File: config.mk
export PLATFORM = sky130hd
export DESIGN_NAME = rtc_clock_core
export DESIGN_NICKNAME = d
export VERILOG_FILES = /design/src/rtl/rtc_cal_pkg.sv /design/src/rtl/rtc_phase.sv /design/src/rtl/rtc_calendar.sv /design/src/rtl/rtc_alarm.sv /design/src/rtl/rtc_clock_core.sv
export SDC_FILE = /design/constraint.sdc
export NUM_CORES = 1
export LEC_CHECK = 0
export BUFFER_PORTS_ARGS = -buffer_cell sky130_fd_sc_hd__buf_2
export CORE_ASPECT_RATIO = 0.6
export CORE_MARGIN = 2
export CORE_UTILIZATION = 56
export CTS_BUF_LIST = sky130_fd_sc_hd__clkbuf_16
export CTS_CLUSTER_SIZE = 10
export DETAILED_ROUTE_END_ITERATION = 8
export PLACE_DENSITY = 0.9
export SLEW_MARGIN = 20
export SYNTH_ARGS = -nofsm -noshare
export SYNTH_HDL_FRONTEND = slang
export SYNTH_SLANG_ARGS = --single-unit
File: constraint.sdc
create_clock -name clk -period 5.8 [get_ports clk]
set_input_delay 0.29 -clock clk [delete_from_list [all_inputs] [get_ports clk]]
set_output_delay 0.29 -clock clk [all_outputs]
set_load 0.02 [all_outputs]
File: src/rtl/rtc_cal_pkg.sv
package rtc_cal_pkg;

    localparam int FIELDS   = 8;
    localparam int FW       = 7;
    localparam int HOUR_IDX = 2;

    typedef logic [FW-1:0] fld_t;

    typedef struct packed {
        fld_t cen;
        fld_t yr;
        fld_t mon;
        fld_t dom;
        fld_t dow;
        fld_t hour;
        fld_t min;
        fld_t sec;
    } cal_t;

    typedef enum logic [2:0] {
        F_SEC  = 3'd0,
        F_MIN  = 3'd1,
        F_HOUR = 3'd2,
        F_DOW  = 3'd3,
        F_DOM  = 3'd4,
        F_MON  = 3'd5,
        F_YR   = 3'd6,
        F_CEN  = 3'd7
    } fsel_e;

    function automatic logic [7:0] enc_val(input fld_t v, input logic bin);
        logic [3:0] tens;
        logic [3:0] ones;
        tens = 4'(v / 7'd10);
        ones = 4'(v % 7'd10);
        return bin ? {1'b0, v} : {tens, ones};
    endfunction

    function automatic fld_t dec_val(input logic [7:0] b, input logic bin);
        fld_t bcd;
        bcd = fld_t'({3'b000, b[7:4]} * 7'd10 + {3'b000, b[3:0]});
        return bin ? b[6:0] : bcd;
    endfunction

    function automatic logic [7:0] enc_hour(input fld_t h, input logic bin, input logic h24);
        fld_t h12;
        logic pm;
        pm = (h >= 7'd12);
        if (h == 7'd0)
            h12 = 7'd12;
        else if (h > 7'd12)
            h12 = h - 7'd12;
        else
            h12 = h;
        return h24 ? enc_val(h, bin) : (enc_val(h12, bin) | {pm, 7'b0});
    endfunction

    function automatic fld_t dec_hour(input logic [7:0] b, input logic bin, input logic h24);
        fld_t h12;
        fld_t base;
        h12  = dec_val({1'b0, b[6:0]}, bin);
        base = (h12 == 7'd12) ? 7'd0 : h12;
        if (h24)
            return dec_val(b, bin);
        return b[7] ? base + 7'd12 : base;
    endfunction

    function automatic fld_t days_in(input fld_t mon, input fld_t yr);
        fld_t d;
        case (mon)
            7'd2:                      d = (yr[1:0] == 2'b00) ? 7'd29 : 7'd28;
            7'd4, 7'd6, 7'd9, 7'd11:   d = 7'd30;
            default:                   d = 7'd31;
        endcase
        return d;
    endfunction

    function automatic logic alarm_ok(input logic [7:0] al, input logic [7:0] val);
        return (al[7:6] == 2'b11) || (al == val);
    endfunction

endpackage

File: src/rtl/rtc_phase.sv
module rtc_phase #(
    parameter int TICKS     = 32768,
    parameter int UIP_TICKS = 8
) (
    input  logic       clk,
    input  logic       rst_n,
    input  logic       tick_i,
    input  logic [2:0] div_i,
    output logic       upd_stb_o,
    output logic       upd_pulse_o,
    output logic       win_o
);
    localparam int PW = $clog2(TICKS);
    localparam logic [PW-1:0] LAST = PW'(TICKS - 1);
    localparam logic [PW-1:0] HALF = PW'(TICKS / 2);
    localparam logic [PW-1:0] WIN  = PW'(TICKS - UIP_TICKS);

    typedef struct packed {
        logic [PW-1:0] phase;
        logic          was_rst;
        logic          upd;
    } ph_t;

    ph_t ph_d, ph_q;
    logic div_rst, div_run, stb;

    always_comb begin
        div_rst = (div_i[2:1] == 2'b11);
        div_run = (div_i <= 3'b010);
        stb     = tick_i && div_run && !ph_q.was_rst && (ph_q.phase == LAST);
        ph_d     = ph_q;
        ph_d.upd = stb;
        if (div_rst) begin
            ph_d.phase   = '0;
            ph_d.was_rst = 1'b1;
        end else if (div_run) begin
            if (ph_q.was_rst) begin
                ph_d.phase   = HALF;
                ph_d.was_rst = 1'b0;
            end else if (tick_i) begin
                ph_d.phase = (ph_q.phase == LAST) ? '0 : ph_q.phase + 1'b1;
            end
        end
    end

    always_ff @(posedge clk or negedge rst_n) begin
        if (!rst_n)
            ph_q <= '0;
        else
            ph_q <= ph_d;
    end

    assign upd_stb_o   = stb;
    assign upd_pulse_o = ph_q.upd;
    assign win_o       = div_run && !ph_q.was_rst && (ph_q.phase >= WIN);


    upd_single_chk: assert property (@(posedge clk) disable iff (!rst_n)
        upd_pulse_o |=> !upd_pulse_o);


    uip_before_upd_chk: assert property (@(posedge clk) disable iff (!rst_n)
        upd_pulse_o |-> $past(win_o));


    div_hold_chk: assert property (@(posedge clk) disable iff (!rst_n)
        (div_i[2:1] == 2'b11) |=> !upd_pulse_o);

endmodule

File: src/rtl/rtc_calendar.sv
module rtc_calendar
    import rtc_cal_pkg::*;
(
    input  logic       clk,
    input  logic       rst_n,
    input  logic       adv_i,
    input  logic       ld_we_i,
    input  logic [2:0] ld_sel_i,
    input  logic [7:0] ld_byte_i,
    input  logic       bin_i,
    input  logic       h24_i,
    output cal_t       cal_q_o,
    output cal_t       cal_d_o
);
    cal_t c_d, c_q;

    always_comb begin
        c_d = c_q;
        if (adv_i) begin
            if (c_q.sec >= 7'd59) begin
                c_d.sec = 7'd0;
                if (c_q.min >= 7'd59) begin
                    c_d.min = 7'd0;
                    if (c_q.hour >= 7'd23) begin
                        c_d.hour = 7'd0;
                        c_d.dow  = (c_q.dow >= 7'd7) ? 7'd1 : c_q.dow + 7'd1;
                        if (c_q.dom >= days_in(c_q.mon, c_q.yr)) begin
                            c_d.dom = 7'd1;
                            if (c_q.mon >= 7'd12) begin
                                c_d.mon = 7'd1;
                                if (c_q.yr >= 7'd99) begin
                                    c_d.yr  = 7'd0;
                                    c_d.cen = (c_q.cen >= 7'd99) ? 7'd0 : c_q.cen + 7'd1;
                                end else begin
                                    c_d.yr = c_q.yr + 7'd1;
                                end
                            end else begin
                                c_d.mon = c_q.mon + 7'd1;
                            end
                        end else begin
                            c_d.dom = c_q.dom + 7'd1;
                        end
                    end else begin
                        c_d.hour = c_q.hour + 7'd1;
                    end
                end else begin
                    c_d.min = c_q.min + 7'd1;
                end
            end else begin
                c_d.sec = c_q.sec + 7'd1;
            end
        end
        if (ld_we_i) begin
            case (fsel_e'(ld_sel_i))
                F_SEC:   c_d.sec  = dec_val(ld_byte_i, bin_i);
                F_MIN:   c_d.min  = dec_val(ld_byte_i, bin_i);
                F_HOUR:  c_d.hour = dec_hour(ld_byte_i, bin_i, h24_i);
                F_DOW:   c_d.dow  = dec_val(ld_byte_i, bin_i);
                F_DOM:   c_d.dom  = dec_val(ld_byte_i, bin_i);
                F_MON:   c_d.mon  = dec_val(ld_byte_i, bin_i);
                F_YR:    c_d.yr   = dec_val(ld_byte_i, bin_i);
                default: c_d.cen  = dec_val(ld_byte_i, bin_i);
            endcase
        end
    end

    always_ff @(posedge clk or negedge rst_n) begin
        if (!rst_n) begin
            c_q     <= '0;
            c_q.dow <= 7'd1;
            c_q.dom <= 7'd1;
            c_q.mon <= 7'd1;
        end else begin
            c_q <= c_d;
        end
    end

    assign cal_q_o = c_q;
    assign cal_d_o = c_d;


    sec_moves_chk: assert property (@(posedge clk) disable iff (!rst_n)
        (adv_i && !ld_we_i) |=> (c_q.sec != $past(c_q.sec)));


    hold_chk: assert property (@(posedge clk) disable iff (!rst_n)
        (!adv_i && !ld_we_i) |=> (c_q == $past(c_q)));

endmodule

File: src/rtl/rtc_alarm.sv
module rtc_alarm
    import rtc_cal_pkg::*;
(
    input  logic       clk,
    input  logic       rst_n,
    input  logic       fire_i,
    input  fld_t       nxt_sec_i,
    input  fld_t       nxt_min_i,
    input  fld_t       nxt_hour_i,
    input  logic       bin_i,
    input  logic       h24_i,
    input  logic [7:0] al_sec_i,
    input  logic [7:0] al_min_i,
    input  logic [7:0] al_hour_i,
    output logic       alarm_o
);
    logic hit_d, hit_q;

    always_comb begin
        hit_d = fire_i
             && alarm_ok(al_sec_i,  enc_val(nxt_sec_i, bin_i))
             && alarm_ok(al_min_i,  enc_val(nxt_min_i, bin_i))
             && alarm_ok(al_hour_i, enc_hour(nxt_hour_i, bin_i, h24_i));
    end

    always_ff @(posedge clk or negedge rst_n) begin
        if (!rst_n)
            hit_q <= 1'b0;
        else
            hit_q <= hit_d;
    end

    assign alarm_o = hit_q;

endmodule

File: src/rtl/rtc_clock_core.sv
module rtc_clock_core
    import rtc_cal_pkg::*;
#(
    parameter int TICKS     = 32768,
    parameter int UIP_TICKS = 8
) (
    input  logic        clk,
    input  logic        rst_n,
    input  logic        tick_i,
    input  logic        set_mode_i,
    input  logic        bin_mode_i,
    input  logic        h24_mode_i,
    input  logic [2:0]  div_sel_i,
    input  logic        ld_we_i,
    input  logic [2:0]  ld_sel_i,
    input  logic [7:0]  ld_data_i,
    input  logic [7:0]  alarm_sec_i,
    input  logic [7:0]  alarm_min_i,
    input  logic [7:0]  alarm_hour_i,
    output logic [63:0] time_o,
    output logic        uip_o,
    output logic        upd_o,
    output logic        alarm_o
);
    logic upd_stb, win, adv;
    cal_t cal_q, cal_d;
    fld_t fa [FIELDS];

    rtc_phase #(.TICKS(TICKS), .UIP_TICKS(UIP_TICKS)) u_phase (
        .clk         (clk),
        .rst_n       (rst_n),
        .tick_i      (tick_i),
        .div_i       (div_sel_i),
        .upd_stb_o   (upd_stb),
        .upd_pulse_o (upd_o),
        .win_o       (win)
    );

    assign adv   = upd_stb && !set_mode_i;
    assign uip_o = win && !set_mode_i;

    rtc_calendar u_cal (
        .clk       (clk),
        .rst_n     (rst_n),
        .adv_i     (adv),
        .ld_we_i   (ld_we_i),
        .ld_sel_i  (ld_sel_i),
        .ld_byte_i (ld_data_i),
        .bin_i     (bin_mode_i),
        .h24_i     (h24_mode_i),
        .cal_q_o   (cal_q),
        .cal_d_o   (cal_d)
    );

    rtc_alarm u_alarm (
        .clk        (clk),
        .rst_n      (rst_n),
        .fire_i     (adv),
        .nxt_sec_i  (cal_d.sec),
        .nxt_min_i  (cal_d.min),
        .nxt_hour_i (cal_d.hour),
        .bin_i      (bin_mode_i),
        .h24_i      (h24_mode_i),
        .al_sec_i   (alarm_sec_i),
        .al_min_i   (alarm_min_i),
        .al_hour_i  (alarm_hour_i),
        .alarm_o    (alarm_o)
    );

    assign fa[0] = cal_q.sec;
    assign fa[1] = cal_q.min;
    assign fa[2] = cal_q.hour;
    assign fa[3] = cal_q.dow;
    assign fa[4] = cal_q.dom;
    assign fa[5] = cal_q.mon;
    assign fa[6] = cal_q.yr;
    assign fa[7] = cal_q.cen;

    generate
        for (genvar i = 0; i < FIELDS; i++) begin : g_enc
            if (i == HOUR_IDX) begin : g_hour
                assign time_o[8*i +: 8] = enc_hour(fa[i], bin_mode_i, h24_mode_i);
            end else begin : g_plain
                assign time_o[8*i +: 8] = enc_val(fa[i], bin_mode_i);
            end
        end
    endgenerate


    alarm_with_upd_chk: assert property (@(posedge clk) disable iff (!rst_n)
        alarm_o |-> upd_o);

endmodule

======== Word level (Yosys, flattened, before mapping) ========
Cells that the tools add are included.
word-level totals
  bits in registers ....................... 74
  output and inout port bits .............. 67
  word-level logic and storage cells ...... 177
cells by class
  $add $sub $neg .......................... 14
  multiply operators ...................... 2
  divide/modulo/power cells ............... 26
  magnitude comparators ................... 14
  equality and inequality tests ........... 20
  muxes and demuxes ....................... 63
  bitwise operators ....................... 2
  reduce and logical (&&, ||, !) cells .... 24
operators with widths
  kind                   count
  $mux 7                 31
  $mux 8                 15
  $mux 56                2
  $div 7x4->7 const B    13
  $mod 7x4->7 const B    13
  $add 7x1->7 const B    8
  $mux 49                1
  $mux 15                3
  $mux 42                1
  $mux 35                1
  $mux 16                2
  $eq 8x8->1             3
  $eq 7x4->1 const B     3
  $ge 7x4->1 const B     3
  $mux 21                1
  $or 8x8->8             2
  $add 15x1->15 const B  1
  $eq 15x15->1 const B   1
  $ge 15x15->1 const B   1
  $add 7x4->7            2
  $eq 7x3->1 const B     2
  $ge 7x6->1 const B     2
  $ge 7x7->1 const B     2
  $gt 7x4->1 const B     2
  other kinds (27)       50

======== Logic depth before layout (Yosys ltp) ========
  depth after elaboration ................. 25
  gate-level depth with buffers ........... 36
  depth with buffers taken out ............ 35

======== By module ========
From an unflattened synthesis, not the netlist that was laid out.
unflattened totals
  cell total of the unflattened synthesis .. 1,820
  area total of the unflattened synthesis .. 12,849.8 um2
modules (own cells, without submodules)
  module          instances  cells an instance  area an instance (um2)
  rtc_clock_core  1          804                4,887.2
  rtc_calendar    1          442                3,861.2
  rtc_alarm       1          464                3,059.2
  rtc_phase       1          110                1,042.2

======== Worst setup path before layout ========
OpenSTA, ideal clock, no wires.
  path type ............................... input to register
  start point ............................. in ld_data_i[4]
  end point ............................... reg u_alarm.hit_q, in the netlist u_alarm.alarm_o
  library setup time ...................... 0.094 ns
  arrival time ............................ 6.616 ns
  data required time ...................... 5.706 ns
  slack ................................... -0.909 ns
  stages .................................. 35
  cells stage by stage .................... ha_1 > ha_1 > a211oi_1 > nor3_1 > o31ai_1 > nand3_1 > nand2_1 > ha_1 > nor2b_1 > a32oi_1 > mux2i_1 > a211o_1 > a22o_1 > inv_2 > buf_2 > a21oi_1 > xnor2_1 > o21ai_0 > ha_1 > inv_1 > a41o_1 > inv_1 > o22ai_1 > a221oi_4 > xnor2_1 > ha_1 > o21ai_0 > nand2b_1 > mux2_2 > a211oi_1 > or4_1 > nand3_1 > and4_1 > nand4_1 > a221oi_2
on the way
  longest elaborated chain between the ends .. 20
RTL lines
  element                                     RTL line                              text
  start, declared                             rtc_clock_core.sv:16                  input logic [7:0] ld_data_i,
  $mul 3x3->6                                 rtc_cal_pkg.sv:41                     bcd = fld_t'({3'b000, b[7:4]} * 7'd10 + {3'b000, b[3:0]});
  $add 7x4->7                                 rtc_cal_pkg.sv:41
  $mux 7                                      rtc_cal_pkg.sv:42                     return bin ? b[6:0] : bcd;
  $eq 7x4->1                                  rtc_cal_pkg.sv:62                     base = (h12 == 7'd12) ? 7'd0 : h12;
  $mux 7                                      rtc_cal_pkg.sv:62
  $add 7x4->7                                 rtc_cal_pkg.sv:65                     return b[7] ? base + 7'd12 : base;
  $mux 7 (2 in a row)                         rtc_cal_pkg.sv:65
  $mux 7                                      rtc_calendar.sv:54                    case (fsel_e'(ld_sel_i))
  [4 not listed]                              n/a
  $mod 7x4->7 or $div 7x4->7 (tied branches)  rtc_cal_pkg.sv:35, rtc_cal_pkg.sv:34
  $mux 8                                      rtc_cal_pkg.sv:36                     return bin ? {1'b0, v} : {tens, ones};
  $or 8x8->8                                  rtc_cal_pkg.sv:55                     return h24 ? enc_val(h, bin) : (enc_val(h12, bin) | {pm, 7'b0});
  $mux 8                                      rtc_cal_pkg.sv:55
  $eq 8x8->1                                  rtc_cal_pkg.sv:79                     return (al[7:6] == 2'b11) || (al == val);
  $logic_or 1x1->1                            rtc_cal_pkg.sv:79
  $logic_and 1x1->1 *                         rtc_alarm.sv:23                       && alarm_ok(al_hour_i, enc_hour(nxt_hour_i, bin_i, h24_i));
  via u_alarm.hit_d                           rtc_alarm.sv:17                       logic hit_d, hit_q;
  end signal, assigned                        rtc_alarm.sv:30                       hit_q <= hit_d;
  end, declared                               rtc_alarm.sv:17
The timed path passes the listed nets; every way through them passes the cells marked *. The select of a mux whose other input is x is not followed.
A chain may end at the register's enable or synchronous reset.

======== Final worst setup path ========
  start point ............................. in ld_data_i[1]
  end point ............................... reg u_alarm.hit_q, in the netlist u_alarm.alarm_o
on the way
  longest elaborated chain between the ends .. 19
RTL lines
  element                                     RTL line                              text
  $add 7x4->7                                 rtc_cal_pkg.sv:41
  $mux 7                                      rtc_cal_pkg.sv:42
  $eq 7x4->1                                  rtc_cal_pkg.sv:62
  $mux 7                                      rtc_cal_pkg.sv:62
  $add 7x4->7                                 rtc_cal_pkg.sv:65
  $mux 7 (2 in a row)                         rtc_cal_pkg.sv:65
  $mux 7                                      rtc_calendar.sv:54
  $mux 56 *                                   rtc_calendar.sv:53                    if (ld_we_i) begin
  [3 not listed]                              n/a
  $mod 7x4->7 or $div 7x4->7 (tied branches)  rtc_cal_pkg.sv:35, rtc_cal_pkg.sv:34
  $mux 8                                      rtc_cal_pkg.sv:36
  $or 8x8->8                                  rtc_cal_pkg.sv:55
  $mux 8                                      rtc_cal_pkg.sv:55
  $eq 8x8->1                                  rtc_cal_pkg.sv:79
  $logic_or 1x1->1                            rtc_cal_pkg.sv:79
  $logic_and 1x1->1 *                         rtc_alarm.sv:23
  via u_alarm.hit_d                           rtc_alarm.sv:17
Marked as above.

==> impl_metrics.yaml <==
global_route:
  met1_usage: 0.499
  grt_pass1_vias: 12300
  grtUsageMet2: 0.524
  gr-max-usage-layer: "met2"
  grt_use_met3: 0.0645
  grt_max_degree: 75
  gr-usage-all-layers: 0.342
  antenna_found_initial: 2
  grt-ovfl-total: 0
  grt_first_pass_wirelength_um: 61900
power:
  ir_drop_mv: 0.257
  swShare: 0.528
  power_frac_seq: 0.148
  p_total_w: 0.00577
  combPwrFrac: 0.750
  clkPwrFrac: 0.101
  p_per_area_nw_per_um2: 424
  p_int_w: 0.00272
  p_leak_nw: 5.78
  p_switching_w: 0.00305
cts:
  cts_made_buffers: 9
  insertion_delay_ns: 0.36
  numClockSinks: 74
  htreeDepth: 3
  ctsHoldBuffers: 0
  clk_path_buf_depth: 2
  cts_root_buf: "clkbuf_16"
  cts_tree: "yes"
  cts.clk_slew.worst_paths_ns: 0.06
finish:
  area_growth_pct: 16.9
  final_cell_mix: "190 x nor2_1, 161 x o21ai_0, 158 x nand2_1"
  fillers: 1612
  layout_commonest_cell: "nor2_1"
  nNetsFinal: 1954
  drive_gt1_frac: 0.189
synthesis:
  ys_types: 93
  ys_seq_area_frac: 0.159
  synth-seq-cells: 74
  avgSynthCellArea_um2: 6.86
  synth_cells: 1699
  syn_area_um2: 11600
  syn-num-nets: 1809
  synth_edf_count: 0
  synthArstFlopShare: 1.00
  synth_top_flop_cell: "dfrtp_1"
  yosysWarnings: 0
status:
  violations: "negative setup slack"
  status: "complete, but fails checks"
sta:
  fin_crit_ns: 6.03
  grt_setup_unrepaired: "true"
  slew-limit-headroom: 0.288
  setup_tns_ns: -0.227
  fmax_mhz: 166
  finalHoldViolCount: 0
  finalClockSkew_ns: 0.0148
  finalCritPeriodShare: 1.04
  drv_slew: 0
  worst_pin_slew_ns: 1.07
  setup_ws_ns: -0.227
  setup_viol: 1
placement:
  io_buffers: 111
  hpwl_um: 28600
  gp_congestion: 1.01
drt:
  drt_iter0_drc: 2150
  via_per_inst: 6.64
  ant_nets: 0
  dr.pass1.iters: 6
  post-route-drc-count: 0
  wirelength_um: 38500
  wl_per_cell_um: 18.1
  vias: 14100
critical_path:
  crit_arrival_ns: 6.29
  worstSetupPathType: "primary input to register"
  worst_setup_path_start_kind: "primary input"
  worstPathRequired_ns: 6.06
  crit_path_max_incr_delay_ns: 0.40
  end_kind: "register"
  cp_max_fo: 4
  crit_slowest_cell: "fa_2"
die:
  dieArea_um2: 22000
  pin_count: 112
  rows: 40
  start_util: 0.576
  die_h_um: 116
  die_w_um: 190
  core-area_um2: 20200
run:
  drv_cap: 0
min_path:
  min_path_type: "primary input to async pin"
[registers in the layout, indices dropped and copies added (netlist names)]
signal / count
u_phase.upd_pulse_o: 1
u_cal.cal_q_o: 56
u_alarm.alarm_o: 1
u_phase.ph_q: 16
[routing by layer]
| metal | vias to the layer above | share of wire | wire length, um |
|---|---|---|---|
| met5 | - | 0.00034 | 13 |
| met4 | 2 | 0.021 | 791 |
| met3 | 89 | 0.13 | 4830 |
| met2 | 960 | 0.42 | 16300 |
| met1 | 6493 | 0.43 | 16500 |
| li1 | 6544 | - | - |
[final cells by class]
class / instances / area (um^2) / area share
multi-input cells: 1426 / 9160 / 0.673
clock inverters: 7 / 75.1 / 0.00551
repair buffers: 258 / 1670 / 0.123
clock buffers: 9 / 225 / 0.0165
flip-flops and latches: 74 / 1860 / 0.136
well taps: 273 / 342 / 0.0251
diodes: 1 / 2.50 / 0.000184
inverters: 75 / 282 / 0.0207
[worst paths after layout]
check | start | endpoint | slack, ns | depth (start not counted)
setup reg to reg | u_phase.ph_q[2]$_DFFE_PN0P_ | u_alarm.alarm_o$_DFF_PN0_ | -0.05 | 23
min in group clk | alarm_sec_i[7] | u_alarm.alarm_o$_DFF_PN0_ | 0.22 | 3
setup / recovery | ld_data_i[1] | u_alarm.alarm_o$_DFF_PN0_ | -0.23 | 34
hold / removal | rst_n | u_alarm.alarm_o$_DFF_PN0_ | 0.06 | 1
hold reg to reg | u_phase.ph_q[9]$_DFFE_PN0P_ | u_phase.ph_q[9]$_DFFE_PN0P_ | 0.48 | 1
max in group asynchronous | rst_n | u_cal.cal_q_o[49]$_DFF_PN0_ | 5.04 | 1
[cell usage after synthesis (10+ instances only)]
library cell  number  area [um^2]
xnor2_1           53          464
nor2_1           190          713
nand2_1          160          601
a21o_1            14          105
or3_1             16          100
clkbuf_1         100          375
buf_2             10         50.1
o22ai_1           23          144
o21a_1            14          105
inv_1             65          244
a211oi_1          31          233
nor3b_1           13         97.6
xor2_1            22          193
a21oi_1          141          706
nor2b_1           20          125
nor4_1            13         81.3
mux2_2            12          135
nor3_1            41          205
nand3_1           64          320
nand4_1           32          200
a31oi_1           32          200
and2_1            15         93.8
o211ai_1          23          173
nand2b_1          24          150
dfrtp_1           71         1780
mux2i_1           42          420
and3_1            20          125
o31ai_1           27          203
o21ai_0          164          821
ha_1              63          788
[worst max-delay path: cells and delay by family]
family,cells,cell delay (ns)
compound gates,13,2.55
simple gates,8,1.25
fa+ha+maj,5,1.20
buf+inv,4,0.40
xor+xnor,2,0.30
mux,2,0.25
[power groups by stage]
stage	logic (W)	clock network [W]	registers [W]
after global placement	0.00399	0	0.000842
after CTS	0.00421	0.000584	0.000844
final	0.00433	0.000585	0.000856
after floorplan	0.00312	0	0.000703
after global routing	0.00473	0.000605	0.000880
after detailed placement	0.00415	0	0.000854
[cells by family (layout without fill, tap and decap cells)]
family	Yosys count	after routing	synth area share
compound gates	580	580	0.320
xor+xnor	75	75	0.0564
fa+ha+maj	68	68	0.0737
buf+inv	199	349	0.0678
flops	74	74	0.159
mux	54	54	0.0477
other cells	0	1	0
simple gates	649	649	0.276
[what timing repair did]
item                       CTS  global route
setup buffers                6             2
setup endpoints to repair    1             1
pin swaps                   19             5
resized for setup           10             4
[metrics by stage]
step	setup slack [ns]	cells	utilization	hold WS [ns]	cell area (um^2)
floorplan	-0.323	1699	-	-0.00559	11800
global placement	-0.267	2098	0.653	0.467	13200
detailed placement	-0.535	2098	0.653	0.473	13200
CTS	-0.0369	2120	0.672	0.127	13600
global route	-0.479	2123	0.673	0.171	13600
finish	-0.227	2123	0.673	0.0646	13600
Power figures use the tool's default switching activity.
